`config.mk`:
```
export PLATFORM = sky130hd
export DESIGN_NAME = eprom_prog_ctrl
export DESIGN_NICKNAME = d
export VERILOG_FILES = /design/src/rtl/epc_pkg.sv /design/src/rtl/epc_sync.sv /design/src/rtl/epc_control.sv /design/src/rtl/epc_datapath.sv /design/src/rtl/eprom_prog_ctrl.sv
export SDC_FILE = /design/constraint.sdc
export NUM_CORES = 1
export LEC_CHECK = 0
export ABC_CLOCK_PERIOD_IN_PS = 1300
export CORE_AREA = 2 2 39 41
export DETAILED_ROUTE_END_ITERATION = 12
export DIE_AREA = 0 0 41 43
export DONT_BUFFER_PORTS = 1
export REMOVE_ABC_BUFFERS = 1
export SKIP_LAST_GASP = 1
export SLEW_MARGIN = 20
export SYNTH_ARGS = -nofsm -noshare
export SYNTH_HDL_FRONTEND = slang
export SYNTH_SLANG_ARGS = --single-unit
```
`constraint.sdc`:
```
create_clock -name clk -period 1.3 [get_ports clk]
set_clock_uncertainty 0.05 [all_clocks]
set_input_delay 0 -clock clk [delete_from_list [all_inputs] [get_ports clk]]
set_output_delay 0 -clock clk [all_outputs]
set_load 0.05 [all_outputs]
```
`src/rtl/epc_pkg.sv`:
```
package epc_pkg;
  localparam int DATA_W    = 8;
  localparam int LATCH_BIT = 0;
  localparam int PROG_BIT  = 1;
  localparam int SENSE_BIT = 2;

  typedef struct packed {
    logic wrHit;
    logic rdHit;
  } epcStrobe_t;
endpackage

```
`src/rtl/epc_sync.sv`:
```
module epc_sync #(
  parameter int STAGES    = 2,
  parameter bit RESET_VAL = 1'b1
) (
  input  logic clk,
  input  logic rstN,
  input  logic asyncIn,
  output logic syncOut
);
  logic [STAGES-1:0] chain;

  genvar gi;
  generate
    for (gi = 0; gi < STAGES; gi++) begin : g_stage
      if (gi == 0) begin : g_first
        always_ff @(posedge clk or negedge rstN)
          if (!rstN) chain[gi] <= RESET_VAL;
          else       chain[gi] <= asyncIn;
      end else begin : g_next
        always_ff @(posedge clk or negedge rstN)
          if (!rstN) chain[gi] <= RESET_VAL;
          else       chain[gi] <= chain[gi-1];
      end
    end
  endgenerate

  assign syncOut = chain[STAGES-1];
endmodule

```
`src/rtl/epc_control.sv`:
```
module epc_control
  import epc_pkg::*;
#(
  parameter int ADDR_W = 8,
  parameter logic [ADDR_W-1:0] REG_ADDR = 'h08
) (
  input  logic [ADDR_W-1:0] busAddr,
  input  logic              busWrEn,
  input  logic              busRdEn,
  output epcStrobe_t        strobe
);
  logic addrMatch;

  always_comb begin
    addrMatch    = (busAddr == REG_ADDR);
    strobe.wrHit = busWrEn & addrMatch;
    strobe.rdHit = busRdEn & addrMatch;
  end
endmodule

```
`src/rtl/epc_datapath.sv`:
```
module epc_datapath
  import epc_pkg::*;
#(
  parameter int SYNC_STAGES = 2
) (
  input  logic              clk,
  input  logic              rstN,
  input  epcStrobe_t        strobe,
  input  logic [DATA_W-1:0] wrData,
  input  logic              hvSenseN,
  output logic [DATA_W-1:0] rdData,
  output logic              arrLatch,
  output logic              arrReadSel,
  output logic              arrProgram
);
  logic latchCtl;
  logic progCtl;
  logic hvSync;
  logic gateOpen;

  epc_sync #(.STAGES(SYNC_STAGES), .RESET_VAL(1'b1)) u_sync (
    .clk    (clk),
    .rstN   (rstN),
    .asyncIn(hvSenseN),
    .syncOut(hvSync)
  );

  // The inhibit bit may drop only when latch is already clear and stays clear.
  always_ff @(posedge clk or negedge rstN) begin
    if (!rstN) begin
      latchCtl <= 1'b1;
      progCtl  <= 1'b1;
    end else if (strobe.wrHit) begin
      latchCtl <= wrData[LATCH_BIT];
      progCtl  <= wrData[PROG_BIT] | wrData[LATCH_BIT] | latchCtl;
    end
  end

  always_comb begin
    gateOpen   = ~hvSync;
    arrReadSel = gateOpen ? latchCtl : 1'b1;
    arrLatch   = gateOpen & ~latchCtl;
    arrProgram = gateOpen & ~latchCtl & ~progCtl;
  end

  always_comb begin
    rdData = '0;
    if (strobe.rdHit) begin
      rdData[LATCH_BIT] = latchCtl;
      rdData[PROG_BIT]  = progCtl;
      rdData[SENSE_BIT] = hvSync;
    end
  end
endmodule

```
`src/rtl/eprom_prog_ctrl.sv`:
```
module eprom_prog_ctrl
  import epc_pkg::*;
#(
  parameter int ADDR_W      = 8,
  parameter logic [ADDR_W-1:0] REG_ADDR = 'h08,
  parameter int SYNC_STAGES = 2
) (
  input  logic              clk,
  input  logic              rstN,
  input  logic [ADDR_W-1:0] busAddr,
  input  logic              busWrEn,
  input  logic              busRdEn,
  input  logic [7:0]        busWrData,
  output logic [7:0]        busRdData,
  input  logic              hvSenseN,
  output logic              arrLatch,
  output logic              arrReadSel,
  output logic              arrProgram
);
  epcStrobe_t strobe;

  epc_control #(.ADDR_W(ADDR_W), .REG_ADDR(REG_ADDR)) u_ctl (
    .busAddr(busAddr),
    .busWrEn(busWrEn),
    .busRdEn(busRdEn),
    .strobe (strobe)
  );

  epc_datapath #(.SYNC_STAGES(SYNC_STAGES)) u_dp (
    .clk       (clk),
    .rstN      (rstN),
    .strobe    (strobe),
    .wrData    (busWrData),
    .hvSenseN  (hvSenseN),
    .rdData    (busRdData),
    .arrLatch  (arrLatch),
    .arrReadSel(arrReadSel),
    .arrProgram(arrProgram)
  );
endmodule

```
Word-level counts from Yosys, hierarchy flattened:

Cells that the tools add are included.

* input port bits: 21
* register bits: 4
* output and inout port bits: 11
* word-level logic and storage cells: 16

* mux-type cells: 2
* equality and inequality tests: 1
* bitwise logic cells: 9

Operators with widths (count)
* 8-bit by 4-bit == test with 1-bit output (second input constant): 1
* 1-bit AND: 4
* 3-bit 2-to-1 mux: 1
* 1-bit NOT: 3
* 1-bit bitwise OR: 2
* 1-bit 2-to-1 mux: 1

Longest topological paths before layout:

* word-level depth: 3
* mapped depth: 3
* depth with buffers taken out: 3

Hierarchy:

A second synthesis with hierarchy kept.

* cells, all modules: 26
* area total of the unflattened synthesis: 245.2 sq um

Modules (own cells, without submodules)
* epc_datapath: times used 1, sequential area each 52.6 sq um, cells an instance 18, area each 157.7 sq um
* epc_sync: times used 1, sequential area each 52.6 sq um, cells an instance 2, area each 52.6 sq um
* epc_control: times used 1, sequential area each 0.0 sq um, cells an instance 6, area each 35.0 sq um

Least setup slack after synthesis:

Ideal clock, no wire load.

* kind: reg-to-output
* start: reg u_dp.latchCtl
* end: out arrProgram
* data required time: 1.250 ns
* slack: -0.247 ns
* data arrival time: 1.497 ns
* stages on the path, launching flop included: 4
* path buffers: 0
* cells stage by stage: dfstp_2 > inv_1 > nand2_1 > nor2_1

* longest elaborated chain between the ends: 3

RTL lines
* start, declared: line epc_datapath.sv:16 `logic latchCtl;`
* start signal, assigned: line epc_datapath.sv:34 `latchCtl <= wrData[LATCH_BIT];`
* 1-bit NOT: line epc_datapath.sv:43 `arrProgram = gateOpen & ~latchCtl & ~progCtl;`
* 1-bit AND (2 in a row): line epc_datapath.sv:43
* end, declared: line eprom_prog_ctrl.sv:18 `output logic arrProgram`

No other way between the ends.

Final worst setup path:

Same ends and word-level chain as after synthesis.

==> metrics <==
outcome complete, no violations; total count of hold-check failures in the final report 0; insertion delay to the later sink of the worst-skew pair approximately 0.24 ns; Die Ht 43 um; launch point of the worst reg-to-reg path u_dp.progCtl$_DFFE_PN1P_; total number of clock tree sinks 4; filler-free cell count of the finished design 58; crit path DAT 1.14 ns; Slew Viols, Final 0; Max Root-Sink Buffers 2; number of fill cells in the layout 146; time the worst path needs with I/O delays and setup ~1.2 ns; RSZ-0062 raised after global routing false; clock slew at the register clock pins of the worst setup and hold paths around 0.040 ns; WP depth 4; top post-synthesis cells by area sky130_fd_sc_hd__dfstp_2 39%, sky130_fd_sc_hd__buf_4 14%, sky130_fd_sc_hd__nor4b_4 8.8%, sky130_fd_sc_hd__nor4_4 7.9%, sky130_fd_sc_hd__inv_1 5.6%; DP Area 313 sq um; cell class contributing the biggest share of worst-path delay flip-flops; half-perimeter wire length of the detailed placement result 442 um; placeable core region around 0.0014 sq mm; initial core utilization 19.5%; startpoint of the worst hold path busAddr[1]; DRT Wirelength 523 um; element type at the critical path start flop; top achievable clock speed 0.840 GHz; sequential cell area 105 sq um; first-pass detailed-route iteration total 1; Routed Antenna Nets 0; leakage power of the design around 0.21 nW; total CTS buffers 3; most common library cells after synthesis 5 x sky130_fd_sc_hd__buf_4, 4 x sky130_fd_sc_hd__dfstp_2, 4 x sky130_fd_sc_hd__inv_1, 4 x sky130_fd_sc_hd__nor2_1; number of antenna violations at the first check in global routing 0; fraction of synthesis flops using an asynchronous set or reset pin 100%; type of the worst min-delay path in -> reg; pin count of the biggest net entering global routing 5; Post-Syn Area 270 sq um; largest fanout on the critical path 3; layout cells sized above 1 52.4%; slowest cell on the critical path sky130_fd_sc_hd__dfstp_2; GRT Resource Usage Total 6.76%; total number of nets in the final design 65; sequential share of the synthesized area ~39%; vias in the first global route 205; Flop pwr share between 30% and 40%; count leader, synth sky130_fd_sc_hd__buf_4; Comb pwr share between 20% and 30%; IO Count 32; switching share of power 30.1%; number of cells produced by synthesis 26; number of enable-type register cells in the synthesized netlist 0; Power per Cell Area 869 mW/mm^2; first-pass GRT wire length 731 um; cell area after layout 439 sq um; count of max-cap constraint violations 0; net switching power 0.000115 W; area fraction of the dominant cell type after synthesis about two fifths; Clock H-tree levels 1; CP startpoint u_dp.latchCtl$_DFFE_PN1P_; Final Cycle Share 91.6%; site row count 14; synthesis-stage register bit count 4; clock network power share 41.0%; delay of the slowest cell on the worst path roughly 0.53 ns; per-cell routed wire length 9.02 um; final weighted congestion in routability-driven placement 0.545; post-layout power 0.000382 W; Critical path buffers and inverters 2; DR vias 220; area enclosed by the die boundary 0.00176 sq mm; Iteration-0 DRC Markers 0; Area growth, synth to finish 62.5%; endpoint of the most critical register-to-register path u_dp.progCtl$_DFFE_PN1P_; Worst Setup Path Type reg -> out; post-synthesis average cell area 10.4 sq um; clock root cell sky130_fd_sc_hd__clkbuf_4; I/O Buffers 0; drt via density 3.79; number of warning messages in the yosys log 0; commonest register cell after synthesis sky130_fd_sc_hd__dfstp_2; number of remaining DRC errors 0; Worst IR Drop VDD 0.000349 V; total of endpoints with negative setup slack in the final report 0; kind of end point of the critical path primary output; capturing instance or port of the critical path arrProgram; CP Data Required Time 1.25 ns; area of the multi-input gates ~140 sq um; count of cell types in the netlist 13; worst hold path depth 4; cell count after placement 47; horizontal die dimension between 40 and 50 um; FF-to-FF setup slack 0.48 ns; TritonCTS clock tree yes; cell internal power dissipation 0.000267 W; cell taking the most area after synthesis sky130_fd_sc_hd__dfstp_2; list of cells traversed by the critical path inv_1 > nand2_1 > nor2_1 > buf_4; n_diodes 0; Worst Reg2Reg Path Length in Cells 2; total congestion overflow 0
registers in the layout, summed over array words and instances (netlist names):
| signal | cells |
|---|---|
| u_dp.u_sync.chain | 1 |
| u_dp.latchCtl | 1 |
| u_dp.u_sync.syncOut | 1 |
| u_dp.progCtl | 1 |
cell families (layout without fill, tap and decap cells):
logic type,count (synthesis),in the layout,synth area share (%)
buf+inv,9,21,19.4
simple gates,10,10,31.0
flops,4,4,38.9
mux,2,2,9.26
other cells,1,5,1.39
layout by cell type, fill, tap and decap left out:
cell	count
sky130_fd_sc_hd__conb_1	5
sky130_fd_sc_hd__nand2_1	1
sky130_fd_sc_hd__buf_4	4
sky130_fd_sc_hd__nor4b_4	1
sky130_fd_sc_hd__mux2i_1	1
sky130_fd_sc_hd__nand3_2	2
sky130_fd_sc_hd__clkbuf_4	3
sky130_fd_sc_hd__nor2_2	3
sky130_fd_sc_hd__mux2_4	1
sky130_fd_sc_hd__dlygate4sd3_1	6
sky130_fd_sc_hd__dlymetal6s4s_1	1
sky130_fd_sc_hd__inv_1	4
sky130_fd_sc_hd__nor3_1	1
sky130_fd_sc_hd__nor4_4	1
sky130_fd_sc_hd__dfstp_2	4
sky130_fd_sc_hd__buf_6	3
sky130_fd_sc_hd__nor2_1	1
metal layers:
| layer | share of wire, % | up-vias | track usage [%] |
|---|---|---|---|
| li1 | - | 105 | - |
| met1 | 35 | 92 | 5.88 |
| met2 | 43 | 21 | 9.38 |
| met3 | 19 | 2 | 5.24 |
| met4 | 2.5 | 0 | 6.00 |
| met5 | 0 | - | 0 |
worst reg2reg max path, cell delays in order, from the launching register on:
cell and delay (ns):
sky130_fd_sc_hd__dfstp_2 0.52, sky130_fd_sc_hd__inv_1 0.05, sky130_fd_sc_hd__mux2i_1 0.13
stage by stage:
stage | hold WS (ns) | utilization [%] | setup WS [ns] | TNS, ns
floorplan | -0.198 | - | -0.247 | -0.277
global placement | -0.198 | 22.6 | 0.369 | 0
detailed placement | -0.198 | 22.6 | 0.362 | 0
CTS | -0.0939 | 28.6 | 0.0186 | 0
global route | 0.0319 | 31.7 | 0.0407 | 0
finish | 0.0223 | 31.7 | 0.109 | 0
repair_timing:
| action | CTS | global route |
|---|---|---|
| resized for setup | 0 | 8 |
| setup buffers | 0 | 1 |
| hold buffers | 6 | 1 |
| endpoints found under the setup margin | 0 | 3 |
| endpoints found under the hold margin | 7 | 1 |
power groups by stage:
stage | logic (W) | registers [W] | clock network, W
2_1_floorplan | 0.0000614 | 0.000138 | 0
3_3_place_gp | 0.0000660 | 0.000138 | 0
3_5_place_dp | 0.0000663 | 0.000139 | 0
4_1_cts | 0.0000844 | 0.000137 | 0.000165
5_1_grt | 0.0000935 | 0.000138 | 0.000177
6_report | 0.0000881 | 0.000137 | 0.000156
area by class of cell:
type	count	area share, %
flip-flops and latches	4	23.9
inverters	4	3.42
repair buffers	14	31.1
multi-input cells	17	31.9
well taps	16	4.56
clock buffers	3	5.13
worst min path at each step:
| stage | endpoint | slack [ns] |
|---|---|---|
| after floorplan | u_dp.latchCtl$_DFFE_PN1P_ | -0.20 |
| after global placement | u_dp.u_sync.chain[0]$_DFF_PN1_ | -0.20 |
| after detailed placement | u_dp.u_sync.chain[0]$_DFF_PN1_ | -0.20 |
| after CTS | u_dp.progCtl$_DFFE_PN1P_ | -0.09 |
| after global routing | u_dp.progCtl$_DFFE_PN1P_ | 0.03 |
| final | u_dp.progCtl$_DFFE_PN1P_ | 0.02 |
(Power assumes the default switching activity.)
